===== src/rtl/dwt_pkg.sv =====
package dwt_pkg;

  typedef enum logic [1:0] {
    RSP_NONE  = 2'd0,
    RSP_RETRY = 2'd1,
    RSP_DONE  = 2'd2
  } rsp_e;

  typedef enum logic [1:0] {
    ST_FREE = 2'd0,
    ST_WAIT = 2'd1,
    ST_DONE = 2'd2
  } slot_st_e;

endpackage


===== src/rtl/dwt_age_order.sv =====
// Age matrix over the slots: picks the oldest slot of two masks.
module dwt_age_order #(
  parameter int unsigned N = 4
) (
  input  logic         clk_i,
  input  logic         rst_ni,
  input  logic [N-1:0] alloc_oh_i,
  input  logic [N-1:0] wait_m_i,
  input  logic [N-1:0] done_m_i,
  output logic [N-1:0] oldest_wait_oh_o,
  output logic [N-1:0] oldest_done_oh_o
);

  // older_q[i][j] set: slot i was allocated before slot j
  logic [N-1:0] older_q [N];
  logic [N-1:0] older_d [N];

  always_comb begin
    for (int i = 0; i < N; i++) older_d[i] = older_q[i];
    for (int k = 0; k < N; k++) begin
      if (alloc_oh_i[k]) begin
        for (int j = 0; j < N; j++) begin
          older_d[k][j] = 1'b0;
          if (j != k) older_d[j][k] = 1'b1;
        end
      end
    end
  end

  always_ff @(posedge clk_i or negedge rst_ni) begin
    if (!rst_ni) begin
      for (int i = 0; i < N; i++) older_q[i] <= '0;
    end else if (|alloc_oh_i) begin
      for (int i = 0; i < N; i++) older_q[i] <= older_d[i];
    end
  end

  always_comb begin
    oldest_wait_oh_o = wait_m_i;
    oldest_done_oh_o = done_m_i;
    for (int i = 0; i < N; i++) begin
      for (int j = 0; j < N; j++) begin
        if (j != i && older_q[j][i]) begin
          if (wait_m_i[j]) oldest_wait_oh_o[i] = 1'b0;
          if (done_m_i[j]) oldest_done_oh_o[i] = 1'b0;
        end
      end
    end
  end

  assert_oldest_onehot_R9: assert property (@(posedge clk_i) disable iff (!rst_ni)
    $onehot0(oldest_done_oh_o) && $onehot0(oldest_wait_oh_o));

  assert_oldest_present_R3: assert property (@(posedge clk_i) disable iff (!rst_ni)
    (|wait_m_i) |-> (|oldest_wait_oh_o));

endmodule


===== src/rtl/dwt_entry_match.sv =====
// Parallel full-key comparison against every occupied slot.
module dwt_entry_match #(
  parameter int unsigned N  = 4,
  parameter int unsigned KW = 72
) (
  input  logic [KW-1:0] key_i,
  input  logic [KW-1:0] slot_key_i [N],
  input  logic [N-1:0]  used_m_i,
  output logic [N-1:0]  hit_oh_o
);

  for (genvar g = 0; g < N; g++) begin : g_cmp
    assign hit_oh_o[g] = used_m_i[g] && (slot_key_i[g] == key_i);
  end

endmodule


===== src/rtl/dwt_discard_timer.sv =====
// Ages the completion at the head of the queue.
module dwt_discard_timer #(
  parameter int unsigned N  = 4,
  parameter int unsigned TW = 16,
  localparam int unsigned IW = (N > 1) ? $clog2(N) : 1
) (
  input  logic          clk_i,
  input  logic          rst_ni,
  input  logic          head_valid_i,
  input  logic [IW-1:0] head_idx_i,
  input  logic [TW-1:0] reload_i,
  output logic          expire_o
);

  logic [TW-1:0] cnt_q, cnt_d;
  logic [IW-1:0] head_q, head_d;
  logic          armed_q, armed_d;
  logic          same_head;

  assign same_head = armed_q && head_valid_i && (head_idx_i == head_q);
  assign expire_o  = same_head && (cnt_q == '0);

  always_comb begin
    cnt_d   = cnt_q;
    head_d  = head_q;
    armed_d = armed_q;
    if (same_head) begin
      if (cnt_q != '0) cnt_d = cnt_q - 1'b1;
    end else begin
      cnt_d   = reload_i;
      head_d  = head_idx_i;
      armed_d = head_valid_i;
    end
  end

  always_ff @(posedge clk_i or negedge rst_ni) begin
    if (!rst_ni) begin
      cnt_q   <= '0;
      head_q  <= '0;
      armed_q <= 1'b0;
    end else begin
      cnt_q   <= cnt_d;
      head_q  <= head_d;
      armed_q <= armed_d;
    end
  end

  assert_timer_load_R7: assert property (@(posedge clk_i) disable iff (!rst_ni)
    $rose(armed_q) |-> (cnt_q == $past(reload_i)));

  assert_expire_single_R7: assert property (@(posedge clk_i) disable iff (!rst_ni)
    expire_o |=> !expire_o);

endmodule


===== src/rtl/dwt_tracker.sv =====
module dwt_tracker #(
  parameter int unsigned DEPTH = 4,
  parameter int unsigned AW    = 32,
  parameter int unsigned CW    = 4,
  parameter int unsigned BW    = 4,
  parameter int unsigned DW    = 32,
  parameter int unsigned TW    = 16
) (
  input  logic          clk_i,
  input  logic          rst_ni,
  input  logic          att_valid_i,
  input  logic [AW-1:0] att_addr_i,
  input  logic [CW-1:0] att_cmd_i,
  input  logic [BW-1:0] att_be_i,
  input  logic [DW-1:0] att_data_i,
  output logic [1:0]    rsp_o,
  output logic          fwd_valid_o,
  output logic [AW-1:0] fwd_addr_o,
  output logic [CW-1:0] fwd_cmd_o,
  output logic [BW-1:0] fwd_be_o,
  output logic [DW-1:0] fwd_data_o,
  input  logic          fwd_done_i,
  input  logic [TW-1:0] reload_i,
  input  logic          err_en_i,
  output logic          err_o
);
  import dwt_pkg::*;

  localparam int unsigned KW = AW + CW + BW + DW;
  localparam int unsigned IW = (DEPTH > 1) ? $clog2(DEPTH) : 1;

  logic [KW-1:0] key_q [DEPTH];
  slot_st_e      st_q  [DEPTH];
  slot_st_e      st_d  [DEPTH];
  logic [KW-1:0] att_key, fwd_key;

  logic [DEPTH-1:0] wait_m, done_m, used_m, free_m, free_pick;
  logic [DEPTH-1:0] hit_oh, alloc_oh, claim_oh, deliver_oh, discard_oh;
  logic [DEPTH-1:0] oldest_wait_oh, head_oh;
  logic             hit_any, hit_done, expire;
  logic [IW-1:0]    head_idx;
  rsp_e             rsp_q, rsp_d;
  logic             err_q, err_d;

  assign att_key = {att_addr_i, att_cmd_i, att_be_i, att_data_i};

  always_comb begin
    for (int i = 0; i < DEPTH; i++) begin
      wait_m[i] = (st_q[i] == ST_WAIT);
      done_m[i] = (st_q[i] == ST_DONE);
      used_m[i] = (st_q[i] != ST_FREE);
    end
    free_m = ~used_m;
  end

  // lowest-numbered free slot
  always_comb begin
    free_pick = '0;
    for (int i = DEPTH - 1; i >= 0; i--) begin
      if (free_m[i]) free_pick = DEPTH'(1) << i;
    end
  end

  dwt_entry_match #(.N(DEPTH), .KW(KW)) match_i (
    .key_i      (att_key),
    .slot_key_i (key_q),
    .used_m_i   (used_m),
    .hit_oh_o   (hit_oh)
  );

  assign hit_any  = |hit_oh;
  assign hit_done = |(hit_oh & done_m);

  dwt_age_order #(.N(DEPTH)) order_i (
    .clk_i            (clk_i),
    .rst_ni           (rst_ni),
    .alloc_oh_i       (alloc_oh),
    .wait_m_i         (wait_m),
    .done_m_i         (done_m),
    .oldest_wait_oh_o (oldest_wait_oh),
    .oldest_done_oh_o (head_oh)
  );

  always_comb begin
    head_idx = '0;
    for (int i = 0; i < DEPTH; i++) begin
      if (head_oh[i]) head_idx = IW'(i);
    end
  end

  dwt_discard_timer #(.N(DEPTH), .TW(TW)) timer_i (
    .clk_i        (clk_i),
    .rst_ni       (rst_ni),
    .head_valid_i (|head_oh),
    .head_idx_i   (head_idx),
    .reload_i     (reload_i),
    .expire_o     (expire)
  );

  // per-slot events; a claim on the head wins over its expiry
  always_comb begin
    alloc_oh   = (att_valid_i && !hit_any) ? free_pick : '0;
    claim_oh   = att_valid_i ? (hit_oh & done_m) : '0;
    deliver_oh = fwd_done_i ? oldest_wait_oh : '0;
    discard_oh = expire ? (head_oh & ~claim_oh) : '0;
  end

  always_comb begin
    for (int i = 0; i < DEPTH; i++) begin
      st_d[i] = st_q[i];
      if (alloc_oh[i])                      st_d[i] = ST_WAIT;
      else if (claim_oh[i] || discard_oh[i]) st_d[i] = ST_FREE;
      else if (deliver_oh[i])               st_d[i] = ST_DONE;
    end
  end

  always_comb begin
    if (!att_valid_i)  rsp_d = RSP_NONE;
    else if (hit_done) rsp_d = RSP_DONE;
    else               rsp_d = RSP_RETRY;
    err_d = (|discard_oh) && err_en_i;
  end

  always_ff @(posedge clk_i or negedge rst_ni) begin
    if (!rst_ni) begin
      for (int i = 0; i < DEPTH; i++) st_q[i] <= ST_FREE;
      rsp_q <= RSP_NONE;
      err_q <= 1'b0;
    end else begin
      for (int i = 0; i < DEPTH; i++) st_q[i] <= st_d[i];
      rsp_q <= rsp_d;
      err_q <= err_d;
    end
  end

  // key storage: written only on allocation
  for (genvar g = 0; g < DEPTH; g++) begin : g_key
    always_ff @(posedge clk_i or negedge rst_ni) begin
      if (!rst_ni)          key_q[g] <= '0;
      else if (alloc_oh[g]) key_q[g] <= att_key;
    end
  end

  always_comb begin
    fwd_key = '0;
    for (int i = 0; i < DEPTH; i++) begin
      if (oldest_wait_oh[i]) fwd_key = key_q[i];
    end
  end

  assign fwd_valid_o = |wait_m;
  assign {fwd_addr_o, fwd_cmd_o, fwd_be_o, fwd_data_o} = fwd_key;
  assign rsp_o = rsp_q;
  assign err_o = err_q;

  assert_hit_no_alloc_R2: assert property (@(posedge clk_i) disable iff (!rst_ni)
    (att_valid_i && hit_any) |=> ($countones(used_m) <= $past($countones(used_m))));

  assert_wait_retry_R2: assert property (@(posedge clk_i) disable iff (!rst_ni)
    (att_valid_i && |(hit_oh & wait_m)) |=> (rsp_o == 2'd1));

  assert_full_retry_R5: assert property (@(posedge clk_i) disable iff (!rst_ni)
    (att_valid_i && !hit_any && free_m == '0) |=>
      (rsp_o == 2'd1 && $countones(used_m) <= $past($countones(used_m))));

  assert_done_rsp_R6: assert property (@(posedge clk_i) disable iff (!rst_ni)
    (att_valid_i && hit_done) |=> (rsp_o == 2'd2));

  assert_err_pulse_R8: assert property (@(posedge clk_i) disable iff (!rst_ni)
    err_o |=> !err_o);

  assert_idle_rsp_R1: assert property (@(posedge clk_i) disable iff (!rst_ni)
    !att_valid_i |=> (rsp_o == 2'd0));

endmodule


===== config.mk =====
export PLATFORM = sky130hd
export DESIGN_NAME = dwt_tracker
export DESIGN_NICKNAME = d
export VERILOG_FILES = /design/src/rtl/dwt_pkg.sv /design/src/rtl/dwt_age_order.sv /design/src/rtl/dwt_entry_match.sv /design/src/rtl/dwt_discard_timer.sv /design/src/rtl/dwt_tracker.sv
export SDC_FILE = /design/constraint.sdc
export NUM_CORES = 1
export LEC_CHECK = 0
export ABC_AREA = 1
export ABC_CLOCK_PERIOD_IN_PS = 2800
export BUFFER_PORTS_ARGS = -buffer_cell sky130_fd_sc_hd__clkbuf_2
export CAP_MARGIN = 10
export CELL_PAD_IN_SITES_DETAIL_PLACEMENT = 0
export CELL_PAD_IN_SITES_GLOBAL_PLACEMENT = 1
export CORE_UTILIZATION = 43
export DETAILED_ROUTE_END_ITERATION = 7
export PLACE_DENSITY_LB_ADDON = 0.1
export SETUP_SLACK_MARGIN = 0.5
export SLEW_MARGIN = 20
export SYNTH_ARGS = -nofsm -noshare
export SYNTH_HDL_FRONTEND = slang
export SYNTH_HIERARCHICAL = 1
export SYNTH_SLANG_ARGS = --single-unit

===== constraint.sdc =====
create_clock -name clk_i -period 2.8 [get_ports clk_i]
set_input_delay 0.14 -clock clk_i [delete_from_list [all_inputs] [get_ports clk_i]]
set_output_delay 0.14 -clock clk_i [all_outputs]
set_load 0.005 [all_outputs]

==> results summary <==
At the pin with the least slew margin, the transition time is 905 ps. Routability-driven placement finished with a final weighted congestion of 0.996. The worst path required time is 2660 ps. The number of standard-cell rows in the floorplan is 80. The horizontal die dimension is 223 um.

The worst relative slew slack came out at 0.397. The vertical die dimension is 223 um. The leakage power is 14.5 nW. In this run the cell area of the synthesized design comes to 21000 um^2. When the netlist entered floorplanning its net count stood at 3352. In the final routed layout, each cell accounts on average for 25.6 um.

The total power after layout is 36.5 mW. Dividing the detail-routed via count by the number of cells gives 5.74. The die outline area came out at 49600 um^2. The total I/O pin count came out at 169. The number of nets in the layout came out at 3714. The detail route stage leaves a number of antenna-violating nets equal to 0.

Summed over all layers, the routed wires come to 109000 um. The effective utilization at floorplan came out at 0.437. The number of antenna violations at the first check in global routing came to 4. The share of final-layout standard cells stronger than drive strength 1 is 0.180. The post-synthesis register bit count is 330. The pre-CTS setup slack came out at -19.8 ps. In this run the clock root is driven by a sky130_fd_sc_hd__clkbuf_16.

The overall track demand over capacity in global routing is 0.413. In this run, synthesis inferred 0 flip-flops with an integrated enable. TritonCTS built the clock tree. The post-layout minimum cycle time came out at 2740 ps. The share of the Yosys chip area taken by registers is 0.394. The worst setup path is launched from a register. The largest net degree at the start of global routing came out at 102. The standard cell core area is 47900 um^2. For this run, the leading register cell type out of synthesis is sky130_fd_sc_hd__dfrtp_1. The insertion delay of the later-clocked pin in the worst-skew pair came out at 600 ps. The synthesized area per cell came out at 6.43 um^2. The first detailed-routing pass ran for 8 iterations. The type of the most critical hold path is input port to register. The count of cells in the finished layout, fillers not included, comes to 4266.

The largest total area in the synthesized netlist belongs to sky130_fd_sc_hd__dfrtp_1. The count of endpoints failing hold in the final timing report came out at 0. The post-synthesis to final-layout area growth came out at 33.3%. The largest fanout on the critical path came out at 10. The worst setup path is of the register to output port kind.

The number of max-cap violations is 0. Setup repair after global routing could not meet its margin everywhere. The remaining global-route overflow came out at 0. In the layout the commonest cells are sky130_fd_sc_hd__nand2_1, sky130_fd_sc_hd__dfrtp_1, sky130_fd_sc_hd__inv_1.

The count of port buffers added during placement came out at 168. The fmax came out at 365 MHz. The global routing stage identified its most utilized layer as met2. The worst hold path begins at att_cmd_i[0]. In this run the critical register-to-register path is captured at key_q[14]. The checks that failed: DRC. The flow ran to the end, but the final reports show violations. The worst flop-to-flop path startpoint is key_q[97]. The wire length of the first global-routing pass came out at 151000 um. The number of distinct library cells after synthesis is 38.

The setup slack after layout came out at 57.9 ps. The arrival time reported for the critical path endpoint came out at 2600 ps. Clock-pin slew was measured on the worst setup and hold paths at 60 ps. The power per unit of standard cell area is 1310 nW/um^2.

The number of global-route vias before repair came out at 22148. Measured on the finished design, the core utilization comes to 0.583. The number of cells after detailed placement is 4011.

The count of cells along the worst register-to-register path came out at 16. For flop-to-flop paths, the worst setup slack is 60 ps. The CTS sink count is 330. The residual DRC count is 3. The worst setup path is captured at an output port. The worst hold path cell count came out at 4. The number of buffers on the longest clock path is 3. After synthesis, the cell types taking the most area are sky130_fd_sc_hd__dfrtp_1, sky130_fd_sc_hd__nand2_1, sky130_fd_sc_hd__nand3_1. The first routing iteration left 3267 violations. The warning count from the yosys run is 6. Of the available clock period, the critical path in the final layout requires 0.979.

For met2 alone, demand over resource in global routing was 0.623. The overall via count from detail_route came out at 24498. The final number of setup-violating endpoints is 0. Counting the buffers created by CTS gives 41.

The max-slew violation count came to 0. The maximum level of the CTS H-tree is 2. The met3 routing resource usage after global routing came out at 0.0902. In this run the worst setup path begins at st_q[6]. The wire-length estimate of the detail-placed layout is 65200 um. The clock skew is 41.4 ps. The fraction of synthesized cell area taken by the top area cell type came out at 0.394. The cell area after placement is 23200 um^2. The synthesized instance count is 3258. The worst-case IR drop observed on VDD is 0.000741 V.

The path with the worst hold slack has its endpoint at key_q[252]. For this run, global-route usage on met1 was measured as 0.554. The number of fill cells is 4560. The post-synthesis async set-or-reset flop share is 1.00. The most common cell after layout, fill and taps aside is sky130_fd_sc_hd__nand2_1. The post-route cell area came out at 27900 um^2.
==> state kept, by name, indices dropped and copies added, names as in the netlist <==
signal           count
timer_i/head_q       2
timer_i/armed_q      1
key_q              288
order_i/older_q     12
st_q                 8
rsp_o                2
err_o                1
timer_i/cnt_q       16
==> through the flow <==
step           setup TNS, ps  hold slack, ps
2_1_floorplan              0            -156
3_3_place_gp           -5.74             245
3_5_place_dp           -70.8             240
4_1_cts                    0            2.75
5_1_grt                -70.5            43.4
6_report                   0            31.1
==> critical path, stage by stage, from the launching register on <==
cell	delay (ps)
sky130_fd_sc_hd__dfrtp_1	400
sky130_fd_sc_hd__inv_2	90
sky130_fd_sc_hd__nor2_4	40
sky130_fd_sc_hd__buf_6	120
sky130_fd_sc_hd__nand2_2	50
sky130_fd_sc_hd__nand2_2	60
sky130_fd_sc_hd__nor2_4	210
sky130_fd_sc_hd__buf_8	170
sky130_fd_sc_hd__buf_12	110
sky130_fd_sc_hd__buf_12	150
sky130_fd_sc_hd__nand2_1	60
sky130_fd_sc_hd__o21ai_1	70
sky130_fd_sc_hd__nand2_1	80
sky130_fd_sc_hd__a21oi_2	250
sky130_fd_sc_hd__clkbuf_2	160
==> kinds of logic (layout without fill, tap and decap cells) <==
group                    Yosys count  count (layout)  share of synthesized area
AO/OA/AOI/OAI                    312             312                     0.0760
XOR/XNOR                         107             107                     0.0447
adder cells (fa/ha/maj)            1               1                   0.000597
buffers and inverters            471             863                     0.0931
flip-flops                       330             330                      0.394
other                              0               1                          0
AND/OR/NAND/NOR                 2037            2037                      0.392
==> routing by layer <==
layer | vias to the layer above | routed length, um
met1 | 11598 | 42100
met4 | 4 | 7180
met3 | 394 | 12900
met2 | 1693 | 46900
li1 | 10809 | -
met5 | - | 32
==> synth_stat cells (2+ instances only) <==
| library cell | count |
|---|---|
| sky130_fd_sc_hd__o21ai_1 | 11 |
| sky130_fd_sc_hd__clkbuf_1 | 60 |
| sky130_fd_sc_hd__and2_1 | 2 |
| sky130_fd_sc_hd__buf_1 | 16 |
| sky130_fd_sc_hd__clkbuf_2 | 7 |
| sky130_fd_sc_hd__nor2_1 | 254 |
| sky130_fd_sc_hd__o22ai_1 | 11 |
| sky130_fd_sc_hd__inv_1 | 286 |
| sky130_fd_sc_hd__nand3b_1 | 2 |
| sky130_fd_sc_hd__nand3_4 | 2 |
| sky130_fd_sc_hd__nand2_2 | 7 |
| sky130_fd_sc_hd__a21oi_1 | 153 |
| sky130_fd_sc_hd__buf_4 | 12 |
| sky130_fd_sc_hd__buf_2 | 53 |
| sky130_fd_sc_hd__o21ai_0 | 131 |
| sky130_fd_sc_hd__nor2_4 | 4 |
| sky130_fd_sc_hd__or2_2 | 14 |
| sky130_fd_sc_hd__buf_6 | 8 |
| sky130_fd_sc_hd__nand4_1 | 30 |
| sky130_fd_sc_hd__clkinv_1 | 4 |
| sky130_fd_sc_hd__dfrtp_1 | 330 |
| sky130_fd_sc_hd__a21boi_1 | 2 |
| sky130_fd_sc_hd__nand3_1 | 245 |
| sky130_fd_sc_hd__nor2_2 | 4 |
| sky130_fd_sc_hd__nand2_1 | 1464 |
| sky130_fd_sc_hd__nor2_8 | 2 |
| sky130_fd_sc_hd__nor3_1 | 3 |
| sky130_fd_sc_hd__o21ai_2 | 2 |
| sky130_fd_sc_hd__inv_2 | 24 |
| sky130_fd_sc_hd__xnor2_1 | 107 |
==> where the power goes <==
part           switching (mW)  internal, mW
Clock                    2.28          3.15
Combinational            13.3          8.35
Sequential               2.52          6.97
Total                    18.1          18.5
==> how the worst max path moves through the flow <==
stage	end	cells past startpoint
finish	fwd_addr_o[7]	14
global route	fwd_addr_o[9]	12
CTS	err_o	17
detailed placement	key_q[279]	18
global placement	key_q[251]	18
floorplan	err_o	16
==> area by class of cell <==
| type | instances | area, um^2 | area share |
|---|---|---|---|
| diodes | 1 | 2.50 | 0.0000896 |
| clock buffers | 61 | 1200 | 0.0430 |
| clock inverters | 12 | 120 | 0.00430 |
| inverters | 315 | 1240 | 0.0442 |
| multi-input cells | 2457 | 11500 | 0.410 |
| flip-flops and latches | 330 | 8260 | 0.296 |
| well taps | 615 | 769 | 0.0275 |
| repair buffers | 475 | 4900 | 0.175 |
==> timing repair <==
item / in CTS / in global routing
setup buffers: 26 / 21
pin swaps: 19 / 33
cloned: 21 / 22
resized for setup: 134 / 149
setup endpoints to repair: 397 / 399
hold buffers: 91 / 0
hold endpoints to repair: 341 / 0
Power figures use the tool's default switching activity.
